[src/rtl/dsadc_pkg.sv]
package dsadc_pkg;
  typedef enum logic [2:0] {
    ST_IDLE  = 3'd0,
    ST_ZERO  = 3'd1,
    ST_GAP_A = 3'd2,
    ST_INTEG = 3'd3,
    ST_GAP_B = 3'd4,
    ST_RUNDN = 3'd5,
    ST_DONE  = 3'd6
  } dsadc_state_e;
endpackage

[src/rtl/dsadc_sync.sv]
module dsadc_sync #(
  parameter int STAGES = 2
) (
  input  logic clk,
  input  logic rst_n,
  input  logic d_i,
  output logic q_o
);
  logic [STAGES-1:0] pipe_q;

  generate
    if (STAGES == 1) begin : g_single
      always_ff @(posedge clk or negedge rst_n) begin
        if (!rst_n) pipe_q <= '0;
        else        pipe_q <= d_i;
      end
    end else begin : g_chain
      always_ff @(posedge clk or negedge rst_n) begin
        if (!rst_n) pipe_q <= '0;
        else        pipe_q <= {pipe_q[STAGES-2:0], d_i};
      end
    end
  endgenerate

  assign q_o = pipe_q[STAGES-1];
endmodule

[src/rtl/dsadc_timer.sv]
module dsadc_timer #(
  parameter int W = 14
) (
  input  logic         clk,
  input  logic         rst_n,
  input  logic         clr_i,
  input  logic         en_i,
  output logic [W-1:0] cnt_o
);
  logic [W-1:0] cnt_d, cnt_q;

  always_comb begin
    cnt_d = cnt_q;
    if (clr_i)     cnt_d = '0;
    else if (en_i) cnt_d = cnt_q + 1'b1;
  end

  always_ff @(posedge clk or negedge rst_n) begin
    if (!rst_n) cnt_q <= '0;
    else        cnt_q <= cnt_d;
  end

  assign cnt_o = cnt_q;
endmodule

[src/rtl/dsadc_fsm.sv]
module dsadc_fsm
  import dsadc_pkg::*;
#(
  parameter int CNT_W       = 12,
  parameter int ZERO_CYC    = 16,
  parameter int SYNC_STAGES = 2,
  parameter int CW          = CNT_W + 2
) (
  input  logic          clk,
  input  logic          rst_n,
  input  logic          start_i,
  input  logic          trip_i,
  input  logic [CW-1:0] tcnt_i,
  output logic          tmr_clr_o,
  output logic          tmr_en_o,
  output logic          accept_o,
  output logic          cap_o,
  output logic          cap_ovr_o,
  output dsadc_state_e  state_o
);
  localparam int FS = 1 << CNT_W;
  localparam logic [CW-1:0] ZERO_LAST = CW'(ZERO_CYC - 1);
  localparam logic [CW-1:0] INT_LAST  = CW'(FS - 1);
  localparam logic [CW-1:0] RUN_LIMIT = CW'(FS - 1 + SYNC_STAGES);

  dsadc_state_e state_d, state_q;

  always_comb begin
    state_d   = state_q;
    accept_o  = 1'b0;
    cap_o     = 1'b0;
    cap_ovr_o = 1'b0;
    unique case (state_q)
      ST_IDLE: begin
        if (start_i) begin
          state_d  = ST_ZERO;
          accept_o = 1'b1;
        end
      end
      ST_ZERO:  if (tcnt_i == ZERO_LAST) state_d = ST_GAP_A;
      ST_GAP_A: state_d = ST_INTEG;
      ST_INTEG: if (tcnt_i == INT_LAST) state_d = ST_GAP_B;
      ST_GAP_B: state_d = ST_RUNDN;
      ST_RUNDN: begin
        if (trip_i) begin
          cap_o   = 1'b1;
          state_d = ST_DONE;
        end else if (tcnt_i == RUN_LIMIT) begin
          cap_o     = 1'b1;
          cap_ovr_o = 1'b1;
          state_d   = ST_DONE;
        end
      end
      ST_DONE:  state_d = ST_IDLE;
      default:  state_d = ST_IDLE;
    endcase
  end

  assign tmr_clr_o = (state_d != state_q);
  assign tmr_en_o  = (state_q == ST_ZERO) || (state_q == ST_INTEG) ||
                     (state_q == ST_RUNDN);

  always_ff @(posedge clk or negedge rst_n) begin
    if (!rst_n) state_q <= ST_IDLE;
    else        state_q <= state_d;
  end

  assign state_o = state_q;
endmodule

[src/rtl/dsadc_seq.sv]
module dsadc_seq
  import dsadc_pkg::*;
#(
  parameter int CNT_W       = 12,
  parameter int ZERO_CYC    = 16,
  parameter int SYNC_STAGES = 2
) (
  input  logic             clk,
  input  logic             rst_n,
  input  logic             start_i,
  input  logic             cmp_i,
  output logic             sw_zero_o,
  output logic             sw_in_o,
  output logic             sw_ref_o,
  output logic [CNT_W-1:0] result_o,
  output logic             done_o,
  output logic             ovr_o
);
  localparam int CW = CNT_W + 2;

  logic          cmp_s;
  logic          tmr_clr, tmr_en, accept, cap, cap_ovr;
  logic [CW-1:0] tcnt;
  dsadc_state_e  state;

  dsadc_sync #(.STAGES(SYNC_STAGES)) u_sync (
    .clk(clk), .rst_n(rst_n), .d_i(cmp_i), .q_o(cmp_s)
  );

  dsadc_timer #(.W(CW)) u_timer (
    .clk(clk), .rst_n(rst_n), .clr_i(tmr_clr), .en_i(tmr_en), .cnt_o(tcnt)
  );

  dsadc_fsm #(
    .CNT_W(CNT_W), .ZERO_CYC(ZERO_CYC), .SYNC_STAGES(SYNC_STAGES), .CW(CW)
  ) u_fsm (
    .clk(clk), .rst_n(rst_n), .start_i(start_i), .trip_i(!cmp_s),
    .tcnt_i(tcnt), .tmr_clr_o(tmr_clr), .tmr_en_o(tmr_en),
    .accept_o(accept), .cap_o(cap), .cap_ovr_o(cap_ovr), .state_o(state)
  );

  // Result capture: synchronizer delay removed, clamped at zero.
  logic [CNT_W-1:0] res_d, res_q;
  logic             ovr_d, ovr_q, res_en;

  always_comb begin
    res_en = accept | cap;
    res_d  = '0;
    ovr_d  = 1'b0;
    if (cap) begin
      ovr_d = cap_ovr;
      if (cap_ovr)                         res_d = '1;
      else if (tcnt < CW'(SYNC_STAGES))    res_d = '0;
      else                                 res_d = CNT_W'(tcnt - CW'(SYNC_STAGES));
    end
  end

  always_ff @(posedge clk or negedge rst_n) begin
    if (!rst_n) begin
      res_q <= '0;
      ovr_q <= 1'b0;
    end else if (res_en) begin
      res_q <= res_d;
      ovr_q <= ovr_d;
    end
  end

  assign sw_zero_o = (state == ST_ZERO);
  assign sw_in_o   = (state == ST_INTEG);
  assign sw_ref_o  = (state == ST_RUNDN);
  assign done_o    = (state == ST_DONE);
  assign result_o  = res_q;
  assign ovr_o     = ovr_q;
endmodule

[config.mk]
export PLATFORM = sky130hd
export DESIGN_NAME = dsadc_seq
export DESIGN_NICKNAME = d
export VERILOG_FILES = /design/src/rtl/dsadc_pkg.sv /design/src/rtl/dsadc_sync.sv /design/src/rtl/dsadc_timer.sv /design/src/rtl/dsadc_fsm.sv /design/src/rtl/dsadc_seq.sv
export SDC_FILE = /design/constraint.sdc
export NUM_CORES = 1
export LEC_CHECK = 0
export ABC_AREA = 1
export CAP_MARGIN = 15
export CORE_MARGIN = 2
export CORE_UTILIZATION = 57
export DETAILED_ROUTE_END_ITERATION = 8
export DONT_BUFFER_PORTS = 1
export HOLD_SLACK_MARGIN = 0.15
export PLACE_DENSITY_LB_ADDON = 0.08
export SYNTH_ARGS = -nofsm -noshare
export SYNTH_HDL_FRONTEND = slang
export SYNTH_HIERARCHICAL = 1
export SYNTH_SLANG_ARGS = --single-unit
[constraint.sdc]
create_clock -name clk -period 1.9 [get_ports clk]
set_input_delay 0.19 -clock clk [delete_from_list [all_inputs] [get_ports clk]]
set_output_delay 0.19 -clock clk [all_outputs]
set_load 0.01 [all_outputs]
# Yosys cells after proc, flatten, opt, wreduce, memory -nomap -nowiden
# Cells that the tools add are included.
dict set report totals {
  ff_bits 32
  latchBits 0
  mem_bits_rw 0
  romBits 0
  mem_count 0
}
dict set report classes {
  add_sub_neg 2
  multipliers 0
  div_mod_pow 0
  magnitude_cmp 1
  n_eq_ne 10
  shifts 0
  mux 19
  n_bitwise 1
  reduce_logical 4
}
# cell count
set ops {}
lappend ops {{$mux 12} 3}
lappend ops {{$mux 14} 2}
lappend ops {{$pmux 3 s6} 1}
lappend ops {{$mux 3} 5}
lappend ops {{$add 14x1->14 const B} 1}
lappend ops {{$eq 14x12->1 const B} 1}
lappend ops {{$eq 14x13->1 const B} 1}
lappend ops {{$eq 14x4->1 const B} 1}
lappend ops {{$lt 14x2->1 const B} 1}
lappend ops {{$sub 12x2->12 const B} 1}
lappend ops {{$eq 3x3->1 const B} 3}
lappend ops {{$mux 1} 8}
lappend ops {{$eq 3x2->1 const B} 2}
lappend ops {{$eq 3x1->1 const B} 1}
lappend ops {{$logic_not 3->1} 1}
lappend ops {{$ne 3x3->1} 1}
lappend ops {{$logic_or 1x1->1} 2}
lappend ops {{$reduce_bool 2->1} 1}
lappend ops {{$or 1x1->1} 1}

# Depth between registers and ports, before layout
# Gate-level depths: netlist of the first run.
dict set report logic_depth {
  word_depth 6
  depth_mapped 17
  mapped_depth_nobuf 17
}

# Modules after synthesis
# The synthesis of the first run kept the hierarchy.
# mod instances cells_per_inst area_each_um2 seq_area_each_um2
set modules_own_cells {}
lappend modules_own_cells {dsadc_seq 1 117 809.5 325.3}
lappend modules_own_cells {dsadc_timer 1 105 785.8 350.3}
lappend modules_own_cells {dsadc_fsm 1 79 451.7 75.1}
lappend modules_own_cells {dsadc_sync 1 2 50.0 50.0}

# Worst setup path before layout of the first run
# OpenSTA, ideal clock, no wires.
dict set report synth_path {
  path_type {flip-flop to flip-flop}
  from {register u_timer.cnt_q[3], in the netlist u_timer/cnt_o[3]}
  to {register u_timer.cnt_q[7], in the netlist u_timer/cnt_o[7]}
  setup_time_ns 0.113
  arrival_ns 1.849
  required_time_ns 1.787
  slack_ns -0.061
  path_stages_with_launch 14
  path_buffers 0
  period_less_slack_ns 1.961
  cell_sequence {dfrtp_1 > or2_1 > nor2_2 > nand2_2 > a21oi_2 > nand3_1 > nand3_1 > nor2_4 > nor3_4 > nand2_1 > nand2_1 > nand2_1 > nand2_1 > inv_1}
}
dict set report synth_between {
  elab_chain_len 6
  elab_cells_between_ends 13
  cone_classes {add/sub: 1; eq/ne: 4; mux: 7; reduce/logical: 1}
}
# item line_no
set synth_lines {}
lappend synth_lines {{from (decl)} dsadc_timer.sv:10} ;# logic [W-1:0] cnt_d, cnt_q;
lappend synth_lines {{from (signal assigned)} dsadc_timer.sv:20} ;# else cnt_q <= cnt_d;
lappend synth_lines {{$eq 14x13->1} dsadc_fsm.sv:48} ;# end else if (tcnt_i == RUN_LIMIT) begin
lappend synth_lines {{$mux 3} dsadc_fsm.sv:48}
lappend synth_lines {{$mux 3} dsadc_fsm.sv:45} ;# if (trip_i) begin
lappend synth_lines {{$pmux 3 s6 (*)} dsadc_fsm.sv:33} ;# unique case (state_q)
lappend synth_lines {{$ne 3x3->1 (*)} dsadc_fsm.sv:59} ;# assign tmr_clr_o = (state_d != state_q);
lappend synth_lines {{via tmr_clr} dsadc_seq.sv:22} ;# logic tmr_clr, tmr_en, accept, cap, cap_ovr;
lappend synth_lines {{$mux 14 or $reduce_bool 2->1 (tied branches)} n/a}
# The timed path passes the listed nets; every way through them passes the cells marked *. The select of a mux whose other input is x is not followed.
# A chain may end at the register's enable or synchronous reset.

# Worst setup path after layout of the first run
dict set report layout_path {
  from {register u_timer.cnt_q[10], in the netlist u_timer/cnt_o[10]}
  to {register u_timer.cnt_q[7], in the netlist u_timer/cnt_o[7]}
}
# Same word-level chain as after synthesis.

==> qor.yml, run 1 <==
core-area_mm2: 0.003606
path_cells: "buf_4 > nand2_1 > nor3_2 > nand4_1 > o21ai_0 > inv_1 > nand3_4 > nor2_4 > buf_6 > nor3_4 > nand2_1 > nand2_1 > nand2_1 > nand2_1 > inv_1"
slowest_stage: "dfrtp_1"
yosys_warnings: 6
drive_gt1_share_pct: 33.33
cts_buffer_depth: 2
maxCapViolations: 0
grt_pass1_wl_mm: 8.507
cts_buffers: 5
slew_viol_final: 0
initial_core_util_pct: 58.15
rows: 22
setup_viol: 12
end_kind: "flip-flop"
power_density_mw_per_mm2: 449.1
layout_min_cycle_time_ns: 2.140
cp_num_buf_inv: 4
layout_common_cells: "71 x nand2_1, 49 x buf_4, 38 x inv_1, 38 x nor2_1, 29 x dfrtp_1"
path_clk_slew_ns: 0.07
clk_latency_ns: 0.29
fp.dieW_um: 64.66
clock-sinks: 32
hpwl_mm: 3.619
worstPathRequired_ns: 2.09
rr_endpoint: "u_timer/cnt_o[7]$_DFFE_PN0P_"
io_pins: 21
route.detailed.drc: 0
critPathLaunchType: "flip-flop"
cts_tree: "done"
drt_pass1_iterations: 4
nets: 368
finalSetupTns_ns: -1.484
worstHoldPathCells: 5
wirelength_mm: 5.419
synth_cells: 303
syn-num-nets: 309
instances_no_fill: 411
max_slew.worst_pin.slew_ns: 0.4239
reg2reg_setup_slack_ns: -0.24
min_period_over_period_pct: 112.6
p_leak_uw: 0.001393
grt_setup_unrepaired: "true"
layout_commonest_cell: "nand2_1"
n_antenna_cell: 0
worstHoldStart: "start_i"
place_congestion: 0.8996
die_h_um: 64.66
rr_startpoint: "u_timer/cnt_o[10]$_DFFE_PN0P_"
cp.arrival_ns: 2.33
grt_usage_pct: 26.31
clock-root-buffer: "clkbuf_8"
status: "finished, violations left"
die_area_mm2: 0.004180
min_to: "u_fsm/state_o[0]$_DFF_PN0_"
synthToLayoutAreaGrowth_pct: 33.00
finClkSkew_ns: 0.006259
vdd_drop_max_mv: 0.3724
crit_family: "simple AND/OR/NAND/NOR gates"
path_max_fanout: 6
postRouteAntennaNets: 0
synth_area_mm2: 0.002097
max_slew_margin_pct: 71.74
seq_area_frac_synth_pct: 38.19
dp.cells: 383
reg2reg_depth: 15
pre_cts_slack_ns: -0.05628
grt_pass1_vias: 1967
synth_cell_type_count: 30
overflow: 0
wl_per_cell_um: 13.18
viasPerCell: 5.139
antenna_found_initial: 0
path_depth: 15
via_count: 2112
ys_seq_elements: 32
cp_common_cell: "nand2_1"
crit_type: "flip-flop to flip-flop"
max_stage_delay_ns: 0.40
worst_slack_ns: -0.2397
drt_iter0_markers: 92
postSynthAreaPerCell_um2: 6.921
hold_viol: 0
violations: "negative setup slack"
io_buffers: 0
grt_max_degree: 33
fmax_mhz: 467.4
holdCritPathClass: "input pin to flip-flop"
htree_levels: 2
cell usage after synthesis (all sizes together):
master | number | area, µm²
nand3 | 17 | 95.09
o21ai | 16 | 80.07
dfrtp | 32 | 800.8
ha | 2 | 25.02
xnor2 | 1 | 8.760
xor2 | 2 | 17.52
nor3 | 12 | 81.33
a21boi | 1 | 7.510
or2 | 1 | 6.260
clkbuf | 1 | 13.76
inv | 48 | 180.2
a31oi | 1 | 6.260
a21oi | 19 | 98.85
buf | 2 | 10.01
and3 | 1 | 6.260
a211oi | 1 | 7.510
nand4 | 3 | 18.77
nand2 | 87 | 354.1
nor2 | 56 | 279.0
cell type report:
type	count	area, µm²
clock buffer	8	90.09
fill	273	817.0
inverter	48	186.4
multi-input combinational	220	1197
sequential	32	804.5
tap	48	60.06
timing repair buffer	55	450.4
routing by layer:
metal / global-route usage (%) / routed length [µm] / up-vias
met3: 6.771 / 219 / 13
met1: 31.48 / 2361 / 978
met4: 9.309 / 94 / 0
met5: 0 / 0 / -
li1: - / - / 1067
met2: 45.70 / 2745 / 54
worst max-delay path by stage:
stage,from,to
after floorplan,u_timer/cnt_o[3]$_DFFE_PN0P_,u_timer/cnt_o[12]$_DFFE_PN0P_
after global placement,u_timer/cnt_o[3]$_DFFE_PN0P_,u_timer/cnt_o[7]$_DFFE_PN0P_
after detailed placement,u_timer/cnt_o[0]$_DFFE_PN0P_,result_o[1]$_DFFE_PN0P_
after CTS,u_timer/cnt_o[10]$_DFFE_PN0P_,u_timer/cnt_o[12]$_DFFE_PN0P_
after global routing,u_timer/cnt_o[2]$_DFFE_PN0P_,u_timer/cnt_o[12]$_DFFE_PN0P_
final,u_timer/cnt_o[10]$_DFFE_PN0P_,u_timer/cnt_o[7]$_DFFE_PN0P_
flip-flops by register name, indices dropped and copies added, names as in the netlist:
signal	count
u_timer/cnt_o	14
result_o	12
u_fsm/state_o	3
u_sync/pipe_q	2
ovr_o	1
report_power, final:
group | switching [µW] | leakage, µW | internal [µW]
Sequential | 0.493 | 0.000357 | 683
Combinational | 16.9 | 0.000991 | 7.61
Clock | 249 | 0.0000455 | 295
worst reg2reg max path: stages (launching register included):
cell	delay (ns)
dfrtp_1	0.40
buf_4	0.15
nand2_1	0.08
nor3_2	0.19
nand4_1	0.15
o21ai_0	0.13
inv_1	0.12
nand3_4	0.11
nor2_4	0.07
buf_6	0.15
nor3_4	0.16
nand2_1	0.07
nand2_1	0.09
nand2_1	0.06
nand2_1	0.06
inv_1	0.04
per-stage QoR:
step / utilization, % / instance area (µm²) / total power [µW] / hold WS, ns
floorplan: - / 2102 / 698.9 / -0.1056
global placement: 66.59 / 2401 / 699.2 / -0.1049
detailed placement: 66.59 / 2401 / 699.2 / -0.1048
CTS: 70.99 / 2560 / 1262 / 0.2710
global route: 77.34 / 2789 / 1287 / 0.3389
finish: 77.34 / 2789 / 1253 / 0.3080
kinds of logic after synthesis:
family	after synthesis	synth area share [%]
flops	32	38.19
buf+inv	51	9.725
simple gates	177	40.10
fa+ha+maj	2	1.193
compound gates	38	9.547
xor+xnor	3	1.253
timing repair:
item | 4_1_cts | 5_1_grt
hold buffers | 3 | 0
buffers inserted | 3 | 14
pin swaps | 5 | 14
endpoints found under the setup margin | 21 | 25
resized for setup | 2 | 36
hold endpoints to repair | 33 | 0
Power figures use the tool's default switching activity.
==> run 2: changes to the inputs <==
- CORE_UTILIZATION: 57 -> 63
- MAX_ROUTING_LAYER: unset -> met4
- clock period: 1.9 -> 2.2 ns (I/O delays scaled with it)
==> run 2 against run 1 <==
Effect of this change: the flow now finishes without violations; wire length down 16%; fmax increased by 3.5%; first-iteration DRC count grew 7.6%; cell count is 8.3% lower; sequential cell count unchanged; worst hold slack improved by 0.0024 ns; largest power group unchanged.
==> qor.yml, run 2 (synthesis results as in run 1) <==
worstPathRequired_ns: 2.41
dpl_cell_area_mm2: 0.002218
grt_max_degree: 33
core-area_mm2: 0.003103
postRouteAntennaNets: 0
crit_path_start: "u_timer/cnt_o[7]$_DFFE_PN0P_"
power_density_mw_per_mm2: 393.7
instances_no_fill: 377
largest_reg_flops: 14
vdd_drop_max_mv: 0.3264
layout_commonest_cell: "nand2_1"
holdCritPathClass: "input pin to asynchronous set/reset pin"
combPwrFrac_pct: 2.2
grt_pass1_vias: 1768
die_area_mm2: 0.003806
place_congestion: 0.8717
via_count: 1945
overflow: 0
max_slew.worst_pin.slew_ns: 0.4589
slew_viol_final: 0
initial_core_util_pct: 67.58
max_slew_margin_pct: 69.38
path_clk_slew_ns: 0.09
clkPwrFrac_pct: 36.0
sequentialPowerShare_pct: 61.7
critPathLaunchType: "flip-flop"
rr_endpoint: "u_timer/cnt_o[4]$_DFFE_PN0P_"
p_int_uw: 754.5
io_pins: 21
status: "completed"
rr_startpoint: "u_timer/cnt_o[7]$_DFFE_PN0P_"
clock-sinks: 32
p_leak_uw: 0.001203
hold_viol: 0
min_period_over_period_pct: 93.95
viasPerCell: 5.159
htree_levels: 2
end_kind: "flip-flop"
fp.dieW_um: 61.70
crit_type: "flip-flop to flip-flop"
reg2reg_setup_slack_ns: 0.13
grt_pass1_wl_mm: 7.396
route.detailed.drc: 0
switching_share_pct: 21.00
synthToLayoutAreaGrowth_pct: 15.69
layout_common_cells: "78 x nand2_1, 42 x inv_1, 41 x nor2_1, 25 x dfrtp_1, 21 x buf_4"
fmax_mhz: 483.8
layout_min_cycle_time_ns: 2.067
hpwl_mm: 3.285
wl_per_cell_um: 12.11
maxCapViolations: 0
rows: 20
clk_latency_ns: 0.34
nets: 338
p_total_uw: 955.1
design_area_mm2: 0.002426
cts_buffer_depth: 2
finalSetupTns_ns: 0
die_h_um: 61.70
antenna_found_initial: 0
switchingPower_uw: 200.6
dp.cells: 356
fin_util_pct: 78.19
drt_iter0_markers: 99
reg2reg_depth: 12
setup_viol: 0
n_antenna_cell: 0
clock-root-buffer: "clkbuf_4"
cts_buffers: 5
cp.arrival_ns: 2.28
cts_tree: "done"
wirelength_mm: 4.567
grt_usage_pct: 27.57
drt_pass1_iterations: 4
finClkSkew_ns: 0.008208
drive_gt1_share_pct: 22.22
io_buffers: 0
path_max_fanout: 7
crit_end: "u_timer/cnt_o[4]$_DFFE_PN0P_"
==> run 2: changes by cell type in the layout (fill, tap and decap cells not counted), moves of 5 or more <==
cell	delta
clkbuf_8	-5
nand2_1	+7
clkbuf_4	+5
buf_4	-28
nand2_2	-5
==> run 2: worst min path at each step <==
| stage | startpoint | end | slack (ns) | cells after the start |
|---|---|---|---|---|
| floorplan | rst_n | ovr_o$_DFFE_PN0P_ | -0.08 | 0 |
| global placement | rst_n | u_sync/pipe_q[0]$_DFF_PN0_ | -0.08 | 0 |
| detailed placement | rst_n | u_sync/pipe_q[0]$_DFF_PN0_ | -0.08 | 0 |
| CTS | rst_n | u_timer/cnt_o[3]$_DFFE_PN0P_ | 0.32 | 2 |
| global route | rst_n | u_timer/cnt_o[3]$_DFFE_PN0P_ | 0.33 | 2 |
| finish | rst_n | u_timer/cnt_o[3]$_DFFE_PN0P_ | 0.31 | 2 |
==> run 2: layer usage <==
metal	vias up	track usage, %	wire length (µm)
met3	14	6.625	219
li1	1008	-	-
met2	49	44.51	2137
met1	874	33.11	2094
met4	0	11.25	115
met5	-	-	0
==> run 2: worst max-delay path, cell delays in order (launching register included) <==
cell and delay [ns]:
dfrtp_2 0.45, nor2_2 0.12, nand2_2 0.10, nor2_8 0.13, nand2_2 0.08, nand2_1 0.06
nand2_1 0.05, o21ai_2 0.14, nand3_2 0.16, nor2_4 0.25, inv_1 0.12, a31oi_2 0.18
nor3_1 0.09
==> run 2: cell type report <==
class,instances,area [µm²]
multi-input combinational,220,1115
clock buffer,8,58.81
fill,253,676.9
sequential,32,809.5
tap,44,55.05
inverter,48,180.2
timing repair buffer,25,207.7
==> run 2: power groups by stage <==
stage	logic, µW	registers (µW)	clock network [µW]
2_1_floorplan	1.92	602	0
3_3_place_gp	2.12	602	0
3_5_place_dp	2.15	602	0
4_1_cts	22.2	590	355
5_1_grt	25.1	590	382
6_report	21.5	590	344
==> run 2: through the flow <==
| stage | hold WS, ns | setup WS, ns |
|---|---|---|
| finish | 0.3104 | 0.1332 |
| floorplan | -0.07559 | 0.2387 |
| detailed placement | -0.07514 | 0.04049 |
| global placement | -0.07515 | 0.1246 |
| CTS | 0.3212 | 0.02536 |
| global route | 0.3252 | -0.01056 |
==> run 2: timing repair <==
item	4_1_cts	5_1_grt
endpoints found under the setup margin	0	25
resized for setup	0	13
hold buffers	4	0
hold endpoints to repair	34	0
setup buffers	0	9
